<file path="src/rtl/twd_pkg.sv">
package twd_pkg;

   typedef enum logic [1:0] {
      ACT_NONE    = 2'd0,
      ACT_IRQ     = 2'd1,
      ACT_RST     = 2'd2,
      ACT_IRQ_RST = 2'd3
   } act_e;

   // Configuration word, msb first
   typedef struct packed {
      logic [2:0] rsv31;
      logic [4:0] tog_bit;    // [28:24]
      logic [5:0] rsv23;
      act_e       mode2;      // [17:16]
      logic [1:0] rsv15;
      act_e       lmode1;     // [13:12]
      logic       casc12;     // [11]
      logic       clr1;       // [10]
      act_e       mode1;      // [9:8]
      logic [1:0] rsv7;
      act_e       lmode0;     // [5:4]
      logic       casc01;     // [3]
      logic       clr0;       // [2]
      act_e       mode0;      // [1:0]
   } cfg_t;

   localparam logic [31:0] CFG_WMASK   = 32'h1F03_3F3F;
   localparam int unsigned CTL_SVC_LSB = 4;

   localparam int unsigned A_CTL   = 0;
   localparam int unsigned A_CFG   = 1;
   localparam int unsigned A_MATCH = 2;
   localparam int unsigned A_LOWER = 3;
   localparam int unsigned A_CNTLO = 4;
   localparam int unsigned A_CNTHI = 5;
   localparam int unsigned A_STAT  = 6;
   localparam int unsigned A_SET   = 7;
   localparam int unsigned A_MASK  = 8;
   localparam int unsigned A_LOCK  = 9;

   typedef struct packed {
      logic set_irq;
      logic req_rst;
   } act_res_t;

   function automatic act_res_t resolve(input act_e mode, input logic fire, input logic pending);
      act_res_t r;
      r = '0;
      if (fire) begin
         case (mode)
            ACT_IRQ:     r.set_irq = 1'b1;
            ACT_RST:     r.req_rst = 1'b1;
            ACT_IRQ_RST: begin
               if (pending) r.req_rst = 1'b1;
               else         r.set_irq = 1'b1;
            end
            default: ;
         endcase
      end
      return r;
   endfunction

endpackage

</file>
<file path="src/rtl/twd_counter.sv">
module twd_counter #(
   parameter int unsigned CW = 16
) (
   input  logic          clk_i,
   input  logic          rst_ni,
   input  logic          tick_i,
   input  logic          adv_i,
   input  logic          load_i,
   input  logic [CW-1:0] load_val_i,
   input  logic          svc_i,
   input  logic [CW-1:0] match_i,
   input  logic          clr_on_match_i,
   output logic [CW-1:0] cnt_o,
   output logic          evt_o,
   output logic          carry_o
);

   if (CW < 2) begin : g_bad_width
      $error("twd_counter: CW must be at least 2");
   end

   logic          at_match;
   logic [CW-1:0] nxt;

   always_comb begin
      at_match = (cnt_o == match_i);
      nxt      = (clr_on_match_i && at_match) ? '0 : cnt_o + CW'(1);
   end

   assign evt_o = adv_i && at_match && !load_i && !svc_i;

   always_ff @(posedge clk_i or negedge rst_ni) begin
      if (!rst_ni) begin
         cnt_o   <= '0;
         carry_o <= 1'b0;
      end else if (load_i) begin
         cnt_o   <= load_val_i;
         carry_o <= 1'b0;
      end else if (svc_i) begin
         cnt_o   <= '0;
         carry_o <= 1'b0;
      end else if (tick_i) begin
         carry_o <= adv_i && (nxt == '0);
         if (adv_i) cnt_o <= nxt;
      end
   end

   // a cleared-on-match counter returns to zero
   a_r4_clear_on_match: assert property (@(posedge clk_i) disable iff (!rst_ni)
      (adv_i && !load_i && !svc_i && clr_on_match_i && cnt_o == match_i) |=> (cnt_o == '0));

endmodule

</file>
<file path="src/rtl/twd_toggle.sv">
module twd_toggle #(
   parameter int unsigned W  = 32,
   parameter int unsigned SW = $clog2(W)
) (
   input  logic          clk_i,
   input  logic          rst_ni,
   input  logic          adv_i,
   input  logic          load_i,
   input  logic [W-1:0]  load_val_i,
   input  logic          svc_i,
   input  logic [SW-1:0] sel_i,
   output logic [W-1:0]  cnt_o,
   output logic          evt_o
);

   if (W < 2 || (1 << SW) < W) begin : g_bad_width
      $error("twd_toggle: select width cannot address every bit");
   end

   logic [W-1:0] nxt;
   assign nxt   = cnt_o + W'(1);
   assign evt_o = adv_i && !load_i && !svc_i && (cnt_o[sel_i] != nxt[sel_i]);

   always_ff @(posedge clk_i or negedge rst_ni) begin
      if (!rst_ni)     cnt_o <= '0;
      else if (load_i) cnt_o <= load_val_i;
      else if (svc_i)  cnt_o <= '0;
      else if (adv_i)  cnt_o <= nxt;
   end

   // an event means the selected bit really changed
   a_r8_evt_bit_changed: assert property (@(posedge clk_i) disable iff (!rst_ni)
      evt_o |=> (cnt_o[$past(sel_i)] != $past(cnt_o[sel_i])));

endmodule

</file>
<file path="src/rtl/tri_wdog.sv">
module tri_wdog
   import twd_pkg::*;
#(
   parameter int unsigned DW         = 32,
   parameter int unsigned CW         = 16,
   parameter int unsigned C2W        = 32,
   parameter int unsigned ADDR_W     = 4,
   parameter logic [31:0] UNLOCK_KEY = 32'h5EC0_0D1E
) (
   input  logic              clk_i,
   input  logic              rst_ni,
   input  logic              tick_i,
   input  logic              wr_en_i,
   input  logic [ADDR_W-1:0] addr_i,
   input  logic [DW-1:0]     wdata_i,
   output logic [DW-1:0]     rdata_o,
   output logic [2:0]        irq_o,
   output logic              rst_req_o
);

   localparam int unsigned NLO  = 2;
   localparam int unsigned NCTR = 3;
   localparam int unsigned SW   = $clog2(C2W);

   if (NLO * CW != DW) begin : g_bad_pack
      $error("tri_wdog: two narrow counters must fill one data word");
   end
   if (C2W > DW || SW > 5) begin : g_bad_wide
      $error("tri_wdog: wide counter exceeds data word or bit select");
   end
   if (DW != 32) begin : g_bad_dw
      $error("tri_wdog: config layout assumes a 32-bit data word");
   end
   if ((1 << ADDR_W) <= A_LOCK) begin : g_bad_addr
      $error("tri_wdog: address too narrow for register map");
   end

   function automatic logic hit(input logic [ADDR_W-1:0] a, input int unsigned r);
      return a == ADDR_W'(r);
   endfunction

   // ---------------- register state ----------------
   logic            unlocked_q;
   cfg_t            cfg_q;
   logic [DW-1:0]   match_q, lower_q;
   logic [NCTR-1:0] en_q, en_s1, en_s2, status_q, mask_q;
   logic            rst_req_q;

   logic wr_ctl, wr_cfg, wr_match, wr_lower, wr_cntlo, wr_cnthi, wr_stat, wr_set, wr_mask, wr_lock;
   assign wr_ctl   = wr_en_i && hit(addr_i, A_CTL);
   assign wr_cfg   = wr_en_i && unlocked_q && hit(addr_i, A_CFG);
   assign wr_match = wr_en_i && unlocked_q && hit(addr_i, A_MATCH);
   assign wr_lower = wr_en_i && unlocked_q && hit(addr_i, A_LOWER);
   assign wr_cntlo = wr_en_i && unlocked_q && hit(addr_i, A_CNTLO);
   assign wr_cnthi = wr_en_i && unlocked_q && hit(addr_i, A_CNTHI);
   assign wr_stat  = wr_en_i && hit(addr_i, A_STAT);
   assign wr_set   = wr_en_i && hit(addr_i, A_SET);
   assign wr_mask  = wr_en_i && hit(addr_i, A_MASK);
   assign wr_lock  = wr_en_i && hit(addr_i, A_LOCK);

   logic [NCTR-1:0] svc;
   assign svc = wr_ctl ? wdata_i[CTL_SVC_LSB +: NCTR] : '0;

   // ---------------- narrow counters ----------------
   logic [CW-1:0]  lo_cnt [NLO];
   act_e           lo_mode [NLO];
   act_e           lo_lmode [NLO];
   logic [NLO-1:0] lo_clr, lo_evt, lo_carry, lo_adv, lo_viol;

   assign lo_mode[0]  = cfg_q.mode0;
   assign lo_mode[1]  = cfg_q.mode1;
   assign lo_lmode[0] = cfg_q.lmode0;
   assign lo_lmode[1] = cfg_q.lmode1;
   assign lo_clr      = {cfg_q.clr1, cfg_q.clr0};

   for (genvar gi = 0; gi < NLO; gi++) begin : g_lo
      logic step_ok;
      if (gi == 0) begin : g_first
         assign step_ok = 1'b1;
      end else begin : g_chain
         assign step_ok = cfg_q.casc01 ? lo_carry[gi-1] : 1'b1;
      end
      assign lo_adv[gi] = tick_i && en_s2[gi] && step_ok;

      twd_counter #(.CW(CW)) u_ctr (
         .clk_i          (clk_i),
         .rst_ni         (rst_ni),
         .tick_i         (tick_i),
         .adv_i          (lo_adv[gi]),
         .load_i         (wr_cntlo),
         .load_val_i     (wdata_i[gi*CW +: CW]),
         .svc_i          (svc[gi]),
         .match_i        (match_q[gi*CW +: CW]),
         .clr_on_match_i (lo_clr[gi]),
         .cnt_o          (lo_cnt[gi]),
         .evt_o          (lo_evt[gi]),
         .carry_o        (lo_carry[gi])
      );

      assign lo_viol[gi] = svc[gi] && (lo_lmode[gi] != ACT_NONE)
                           && (lo_cnt[gi] < lower_q[gi*CW +: CW]);
   end

   // ---------------- wide toggle counter ----------------
   logic [C2W-1:0] hi_cnt;
   logic           hi_adv, hi_evt;
   assign hi_adv = tick_i && en_s2[NCTR-1] && (cfg_q.casc12 ? lo_carry[NLO-1] : 1'b1);

   twd_toggle #(.W(C2W)) u_wide (
      .clk_i      (clk_i),
      .rst_ni     (rst_ni),
      .adv_i      (hi_adv),
      .load_i     (wr_cnthi),
      .load_val_i (wdata_i[C2W-1:0]),
      .svc_i      (svc[NCTR-1]),
      .sel_i      (cfg_q.tog_bit[SW-1:0]),
      .cnt_o      (hi_cnt),
      .evt_o      (hi_evt)
   );

   // ---------------- action resolution ----------------
   act_e            ctr_mode [NCTR];
   logic [NCTR-1:0] ctr_evt;
   assign ctr_mode[0] = cfg_q.mode0;
   assign ctr_mode[1] = cfg_q.mode1;
   assign ctr_mode[2] = cfg_q.mode2;
   assign ctr_evt     = {hi_evt, lo_evt};

   logic [NCTR-1:0] st_set, st_clr;
   logic            any_rst;

   always_comb begin
      act_res_t r;
      st_set  = wr_set ? wdata_i[NCTR-1:0] : '0;
      st_clr  = wr_stat ? wdata_i[NCTR-1:0] : '0;
      any_rst = 1'b0;
      for (int i = 0; i < NCTR; i++) begin
         r = resolve(ctr_mode[i], ctr_evt[i], status_q[i]);
         st_set[i] = st_set[i] | r.set_irq;
         any_rst   = any_rst | r.req_rst;
      end
      for (int i = 0; i < NLO; i++) begin
         r = resolve(lo_lmode[i], lo_viol[i], status_q[i]);
         st_set[i] = st_set[i] | r.set_irq;
         any_rst   = any_rst | r.req_rst;
      end
   end

   // ---------------- register update ----------------
   always_ff @(posedge clk_i or negedge rst_ni) begin
      if (!rst_ni) begin
         unlocked_q <= 1'b0;
         cfg_q      <= '0;
         match_q    <= '0;
         lower_q    <= '0;
         en_q       <= '0;
         en_s1      <= '0;
         en_s2      <= '0;
         status_q   <= '0;
         mask_q     <= '0;
         rst_req_q  <= 1'b0;
      end else begin
         if (wr_lock)  unlocked_q <= (wdata_i == UNLOCK_KEY);
         if (wr_cfg)   cfg_q      <= cfg_t'(wdata_i & CFG_WMASK);
         if (wr_match) match_q    <= wdata_i;
         if (wr_lower) lower_q    <= wdata_i;
         if (wr_ctl)   en_q       <= wdata_i[NCTR-1:0];
         if (wr_mask)  mask_q     <= wdata_i[NCTR-1:0];
         if (tick_i) begin
            en_s1 <= en_q;
            en_s2 <= en_s1;
         end
         status_q  <= (status_q & ~st_clr) | st_set;
         rst_req_q <= rst_req_q | any_rst;
      end
   end

   assign irq_o     = status_q & mask_q;
   assign rst_req_o = rst_req_q;

   always_comb begin
      rdata_o = '0;
      case (addr_i)
         ADDR_W'(A_CTL):   rdata_o = DW'(en_q);
         ADDR_W'(A_CFG):   rdata_o = cfg_q;
         ADDR_W'(A_MATCH): rdata_o = match_q;
         ADDR_W'(A_LOWER): rdata_o = lower_q;
         ADDR_W'(A_CNTLO): rdata_o = {lo_cnt[1], lo_cnt[0]};
         ADDR_W'(A_CNTHI): rdata_o = DW'(hi_cnt);
         ADDR_W'(A_STAT):  rdata_o = DW'(status_q);
         ADDR_W'(A_MASK):  rdata_o = DW'(mask_q);
         ADDR_W'(A_LOCK):  rdata_o = DW'(unlocked_q);
         default:          rdata_o = '0;
      endcase
   end

   // ---------------- assertions ----------------
   // a locked match register ignores writes
   a_r2_locked_match: assert property (@(posedge clk_i) disable iff (!rst_ni)
      (!unlocked_q && wr_en_i && hit(addr_i, A_MATCH)) |=> $stable(match_q));

   // without a pending carry, a cascaded counter 1 holds
   a_r6_c1_waits_carry: assert property (@(posedge clk_i) disable iff (!rst_ni)
      (cfg_q.casc01 && !lo_carry[0] && !wr_cntlo && !svc[1]) |=> $stable(lo_cnt[1]));

   // a reset request stays until reset
   a_r9_rst_sticky: assert property (@(posedge clk_i) disable iff (!rst_ni)
      rst_req_q |=> rst_req_q);

   // write-one-to-clear removes status bit 0 unless a new set arrives
   a_r11_w1c: assert property (@(posedge clk_i) disable iff (!rst_ni)
      (st_clr[0] && !st_set[0]) |=> !status_q[0]);

endmodule

</file>
<file path="config.mk">
export PLATFORM = sky130hd
export DESIGN_NAME = tri_wdog
export DESIGN_NICKNAME = d
export VERILOG_FILES = /design/src/rtl/twd_pkg.sv /design/src/rtl/twd_counter.sv /design/src/rtl/twd_toggle.sv /design/src/rtl/tri_wdog.sv
export SDC_FILE = /design/constraint.sdc
export NUM_CORES = 1
export LEC_CHECK = 0
export CORE_ASPECT_RATIO = 0.7
export CORE_UTILIZATION = 40
export CTS_CLUSTER_DIAMETER = 60
export DETAILED_ROUTE_END_ITERATION = 6
export DONT_BUFFER_PORTS = 1
export HOLD_SLACK_MARGIN = 0.02
export PLACE_DENSITY = 0.55
export SLEW_MARGIN = 20
export SYNTH_ARGS = -nofsm -noshare
export SYNTH_HDL_FRONTEND = slang
export SYNTH_SLANG_ARGS = --single-unit
</file>
<file path="constraint.sdc">
create_clock -name clk_i -period 2.6 [get_ports clk_i]
set_input_delay 0.26 -clock clk_i [delete_from_list [all_inputs] [get_ports clk_i]]
set_output_delay 0.26 -clock clk_i [all_outputs]
set_load 0.02 [all_outputs]
</file>
==> results of run 1 <==
## timing repair
action	4_1_cts	5_1_grt
endpoints found under the hold margin	320	166
resized for setup	0	7
setup endpoints to repair	0	4
buffers inserted	0	2
## worst max-delay path by stage
stage	to	slack [ns]	startpoint
CTS	rst_req_o	0.04	u_wide.cnt_o[0]
global route	rst_req_o	-0.14	u_wide.cnt_o[0]
finish	rst_req_o	-0.02	g_lo[1].u_ctr.cnt_o[12]
floorplan	rst_req_o	0.15	u_wide.cnt_o[0]
detailed placement	rst_req_o	0.07	u_wide.cnt_o[0]
global placement	rst_req_o	0.1	g_lo[1].u_ctr.cnt_o[12]
## cell type report
cell class              count  area share [%]
clock buffers              17            3.10
repair buffers            171            10.5
flip-flops and latches    166            30.3
well taps                 371            3.39
diodes                      7           0.128
inverters                  52            1.42
clock inverters            15            1.39
multi-input cells        1011            49.8
## metal layers
metal | vias to the layer above | wire (microns) | track usage, %
li1 | 5107 | - | -
met1 | 5669 | 21900 | 49.3
met2 | 575 | 18200 | 41.7
met3 | 51 | 5510 | 10.4
met4 | 2 | 879 | 8.09
met5 | - | 13 | 0
## power by group
group          internal [mW]  switching, mW  leakage [nW]
sequential              2.80          0.288          2.04
combinational          0.890           1.20          3.81
clock                   1.54           1.20         0.305
## cell usage in the layout, fill, tap and decap left out, types with 7 or more instances in the layout
master / n
and3_1: 19
nand2b_1: 15
nor2b_1: 12
a22oi_1: 50
xor2_1: 18
a21o_1: 11
ha_1: 32
clkbuf_16: 17
a22o_1: 17
diode_2: 7
o31ai_1: 12
a222oi_1: 19
xnor2_1: 54
mux2i_1: 12
a21oi_1: 97
dlygate4sd3_1: 34
nand2_1: 182
buf_4: 131
o21ai_0: 106
a31oi_1: 7
nor4_1: 8
and4_1: 8
nand3_1: 41
nor3_1: 17
mux4_2: 9
and2_1: 8
dfrtp_1: 164
mux2_2: 58
nor3b_1: 8
inv_1: 51
nand4_1: 31
nor2_1: 53
## registers in the layout (all words and copies together) (netlist names)
name	flops
unlocked_q	1
mask_q	3
match_q	32
en_s2	3
status_q	3
g_lo.u_ctr.carry_o	2
g_lo.u_ctr.cnt_o	32
cfg_q	19
en_q	3
u_wide.cnt_o	32
en_s1	3
lower_q	32
rst_req_o	1
## critical path, delay by kind of cell, from the launching register on
kind,cells,cell delay [ns]
AND/OR/NAND/NOR,2,0.40
adder cells (fa/ha/maj),1,0.30
flip-flops,1,0.54
buffers and inverters,1,0.20
AO/OA/AOI/OAI,7,1.10
## cells by family after synthesis
group,Yosys count,synth area share [%]
flops,166,35.7
simple gates,438,19.3
compound gates,388,21.6
xor+xnor,72,5.42
fa+ha+maj,33,3.55
mux,80,8.49
buf+inv,167,5.92
## per-stage QoR
stage | cell area [sq um] | total power, mW | util, % | instances
6_report | 13700 | 7.92 | 48.6 | 1810
4_1_cts | 13700 | 7.87 | 48.4 | 1801
5_1_grt | 13700 | 8.24 | 48.6 | 1807
3_5_place_dp | 12700 | 5.02 | 45.0 | 1735
2_1_floorplan | 11600 | 4.28 | - | 1344
3_3_place_gp | 12700 | 5.00 | 45.0 | 1735
==> flow_metrics.tcl, run 1 <==
set metrics [dict create \
    run_status "finished, violations left" \
    violations "hold timing, setup timing" \
    cts_tree "yes" \
    core-area_sq_mm 0.0282 \
    drv_cap 0 \
    vias 11400 \
    fin_crit_ns 2.62 \
    fmax_mhz 382 \
    reg2regPathDepth 11 \
    fin_tns_setup_ns -0.0173 \
    grtUsageTotal_pct 32.0 \
    clk_pin_slew_ns 0.07 \
    syn_nets 1417 \
    ir_worst_vdd_mv 0.460 \
    path_class "flip-flop to flip-flop" \
    die_h_microns 145 \
    whs_ns -0.485 \
    hold_class "input port to async pin" \
    fillCellCount 2722 \
    cp_slowest_cell "dfrtp_1" \
    cts_hold_buf 34 \
    die_area_sq_mm 0.0298 \
    seq_area_sq_mm 0.00416 \
    synth.most_common_cell "nand2_1" \
    maxSlewHeadroom_pct 62.0 \
    ys_seq_elements 166 \
    worstPathRequired_ns 2.96 \
    crit_chain "ha_1 > and4_1 > a211oi_1 > o2111ai_1 > nor3_1 > o211ai_1 > o311ai_0 > buf_4 > a31oi_1 > o31a_1 > o21ai_1" \
    synth_top_area_share_pct 35.7 \
    setup_violations 1 \
    arrival_ns 2.98 \
    power_density_mw_per_mm2 578 \
    cp_max_fo 4 \
    drtAntennaViolNets 0 \
    io_buffers 0 \
    r2r_setup_slack_ns -0.02 \
    rows 51 \
    start_util_pct 41.2 \
    synthCells 1344 \
    max_stage_delay_ns 0.54 \
    yosys_warnings 0 \
    grt_setup_unrepaired "true" \
    start_kind "flip-flop" \
    cts-htree-levels 4 \
    antenna_found_initial 7 \
    synth-edff-count 0 \
    grt_pass1_wl_microns 69300 \
    clk_latency_ns 0.44 \
    grt-ovfl-total 0 \
    clock-sinks 166 \
    grt_start_max_net_pins 167 \
    detailed_place_hpwl_microns 32200 \
    ios 76 \
    cts-root-buf "clkbuf_16" \
    routed_wl_microns 46600 \
    clock_tree.buffer_depth 2 \
    synth_area_sq_mm 0.0116 \
    fin_crit_sh_pct 101 \
    tightest_slew_ns 0.568 \
    timing.final.ws_setup_ns -0.0173 \
    drive_above_1_share_pct 18.1 \
    finClkSkew_ns 0.0133 \
    synth_seq_area_share_pct 35.7 \
    die_w_microns 206 \
    end_kind "flip-flop" \
    synth_flop_cell "dfrtp_1" \
    cts_made_buffers 17 \
    vias_per_cell 6.30 \
    syn_avg_cell_area_sq_um 8.65 \
    r2r-start "g_lo[1].u_ctr.cnt_o[12]" \
    area_growth_pct 17.8 \
    hold_viol 166 \
    worstReg2RegEnd "rst_req_o" \
    multiInputGateArea_sq_mm 0.00682 \
    drc 0 \
    p_leak_nw 6.16 \
    grt_pass1_vias 10400 \
    async_flop_share_pct 100 \
    routabilityCongestion 0.917 \
    yosys-top-cells-area "dfrtp_1, nand2_1, mux2_2, o21ai_0, a21oi_1" \
    dr.pass1.iters 6 \
    routedWlPerCell_microns 25.7 \
    yosysTopAreaCell "dfrtp_1" \
    synth_cell_type_count 76 \
    final_nets 1492 \
    finalMaxSlewViolations 0 \
    dpl_worst_slack_ns 0.0742 \
    drt_iter0_drc 1289 \
    synthTopCellsByCount "nand2_1, dfrtp_1, o21ai_0" \
]
(Power assumes the default switching activity.)
==> inputs of run 2 (changes only) <==
--- a/config.mk
+++ b/config.mk
@@ -12,7 +12,7 @@
 export DONT_BUFFER_PORTS = 1
 export HOLD_SLACK_MARGIN = 0.02
 export PLACE_DENSITY = 0.55
-export SLEW_MARGIN = 20
+export SLEW_MARGIN = 0
 export SYNTH_ARGS = -nofsm -noshare
 export SYNTH_HDL_FRONTEND = slang
 export SYNTH_SLANG_ARGS = --single-unit
==> results of run 2 <==
Same layout as run 1: the final DEF is identical, and so are final timing and power.
==> inputs of run 3 (changes only) <==
--- a/config.mk
+++ b/config.mk
@@ -6,6 +6,7 @@
 export NUM_CORES = 1
 export LEC_CHECK = 0
 export CORE_ASPECT_RATIO = 0.7
+export CORE_MARGIN = 5
 export CORE_UTILIZATION = 40
 export CTS_CLUSTER_DIAMETER = 60
 export DETAILED_ROUTE_END_ITERATION = 6
==> run 3 against run 2 <==
  * Flip-flop and latch count did not move
  * Largest power group unchanged
  * Highest routed layer unchanged
  * Clock power fell by 6%
  * Sequential share of layout area rose by 0.29 points
  * Cell area fell by 0.94%
  * The run ends with DRC, hold timing left
  * Critical path depth fell by 1
==> flow_metrics.tcl, run 3 (synthesized netlist as in run 1, its figures left out) <==
set metrics [dict create \
    detailed_place_hpwl_microns 32200 \
    tightest_slew_ns 0.565 \
    dr.pass1.iters 7 \
    stdcell_area_sq_mm 0.0136 \
    final_util_pct 47.2 \
    postCtsSetupBuffers 0 \
    mostFrequentLayoutCell "nand2_1" \
    power_density_mw_per_mm2 570 \
    rows 52 \
    hold_viol 166 \
    setup_violations 0 \
    clock_tree.buffer_depth 2 \
    worstPathRequired_ns 2.93 \
    clk_latency_ns 0.45 \
    cp_max_fo 5 \
    die_area_sq_mm 0.0326 \
    drtAntennaViolNets 0 \
    design_power_total_mw 7.74 \
    r2r-start "u_wide.cnt_o[0]" \
    end_kind "flip-flop" \
    fin_crit_sh_pct 97.8 \
    seq_area_sq_mm 0.00416 \
    fmax_mhz 393 \
    io_buffers 0 \
    violations "DRC, hold timing" \
    maxSlewHeadroom_pct 62.2 \
    ios 76 \
    grt-ovfl-total 0 \
    clock-sinks 166 \
    p_leak_nw 6.02 \
    grt_start_max_net_pins 167 \
    die_w_microns 214 \
    fin_tns_setup_ns 0 \
    finClkSkew_ns 0.0151 \
    whs_ns -0.502 \
    reg2regPathDepth 10 \
    numPlacedInstances 1720 \
    cts-htree-levels 4 \
    path_class "flip-flop to flip-flop" \
    drive_above_1_share_pct 17.0 \
    grtUsageTotal_pct 28.2 \
    finalMaxSlewViolations 0 \
    start_kind "flip-flop" \
    ir_worst_vdd_mv 0.349 \
    worstReg2RegEnd "rst_req_o" \
    vias_per_cell 6.27 \
    run_status "finished, violations left" \
    clk_pin_slew_ns 0.07 \
    drt_iter0_drc 1385 \
    drv_cap 0 \
    cts_tree "yes" \
    routabilityCongestion 0.939 \
    dpl_worst_slack_ns 0.0243 \
    fin_crit_ns 2.54 \
    start_util_pct 40.4 \
    grt_pass1_vias 10400 \
    drc 20 \
    cts_hold_buf 34 \
    grt_pass1_wl_microns 69500 \
    core-area_sq_mm 0.0288 \
    fillCellCount 2790 \
    arrival_ns 2.87 \
    mostFrequentLayoutCells "nand2_1, dfrtp_1, o21ai_0, buf_4, a21oi_1" \
    hold_class "input port to async pin" \
    routedWlPerCell_microns 25.6 \
    antenna_found_initial 13 \
    grt_setup_unrepaired "true" \
    multiInputGateArea_sq_mm 0.00686 \
    cts_made_buffers 17 \
    fin_cells 1800 \
    timing.final.ws_setup_ns 0.0568 \
    cts-root-buf "clkbuf_16" \
    r2r_setup_slack_ns 0.06 \
    placed_area_sq_mm 0.0126 \
    area_growth_pct 16.7 \
    vias 11300 \
    die_h_microns 153 \
    final_nets 1468 \
    routed_wl_microns 46100 \
]
## run 3: timing repair
item,CTS,global route
pin swaps,0,1
endpoints found under the setup margin,1,5
hold endpoints to repair,322,166
gates resized for setup,1,14
cloned,0,0
## run 3: worst max path at each step
stage / end / slack [ns] / cells after the start / from
global route: rst_req_o / -0.002 / 10 / u_wide.cnt_o[0]
detailed placement: rst_req_o / 0.02 / 10 / u_wide.cnt_o[0]
CTS: rst_req_o / 0.03 / 10 / u_wide.cnt_o[0]
global placement: rst_req_o / 0.07 / 10 / u_wide.cnt_o[0]
finish: rst_req_o / 0.06 / 10 / u_wide.cnt_o[0]
floorplan: rst_req_o / 0.15 / 10 / u_wide.cnt_o[0]
## run 3: area by class of cell
cell class	count	share of cell area [%]
Multi-Input combinational cell	1011	50.6
Clock buffer	21	3.47
Timing Repair Buffer	147	9.34
Inverter	52	1.44
Clock inverter	11	0.830
Sequential cell	166	30.6
Tap cell	378	3.48
Antenna cell	14	0.258
## run 3: power breakdown
group / switching (mW) / internal (mW) / total (mW) / leakage, nW
logic: 1.22 / 0.865 / 2.08 / 3.70
clock network: 1.17 / 1.41 / 2.58 / 0.279
registers: 0.274 / 2.80 / 3.08 / 2.04
total: 2.66 / 5.08 / 7.74 / 6.02
## run 3: worst max-delay path, stage by stage (launching register included)
cell,delay [ns]
dfrtp_1,0.36
ha_2,0.21
nand2_2,0.09
or3_1,0.42
or3_4,0.42
xnor2_1,0.13
o211ai_1,0.17
nand4_1,0.15
a22oi_2,0.18
xnor2_2,0.17
o21ai_1,0.11
## run 3: routing by layer
layer / vias to the layer above / global-route usage, % / part of all wire [%]
met5: - / 0.600 / 0.067
met4: 6 / 6.75 / 1.9
met3: 67 / 10.5 / 11
met2: 558 / 35.7 / 40
met1: 5606 / 44.4 / 47
li1: 5041 / - / -
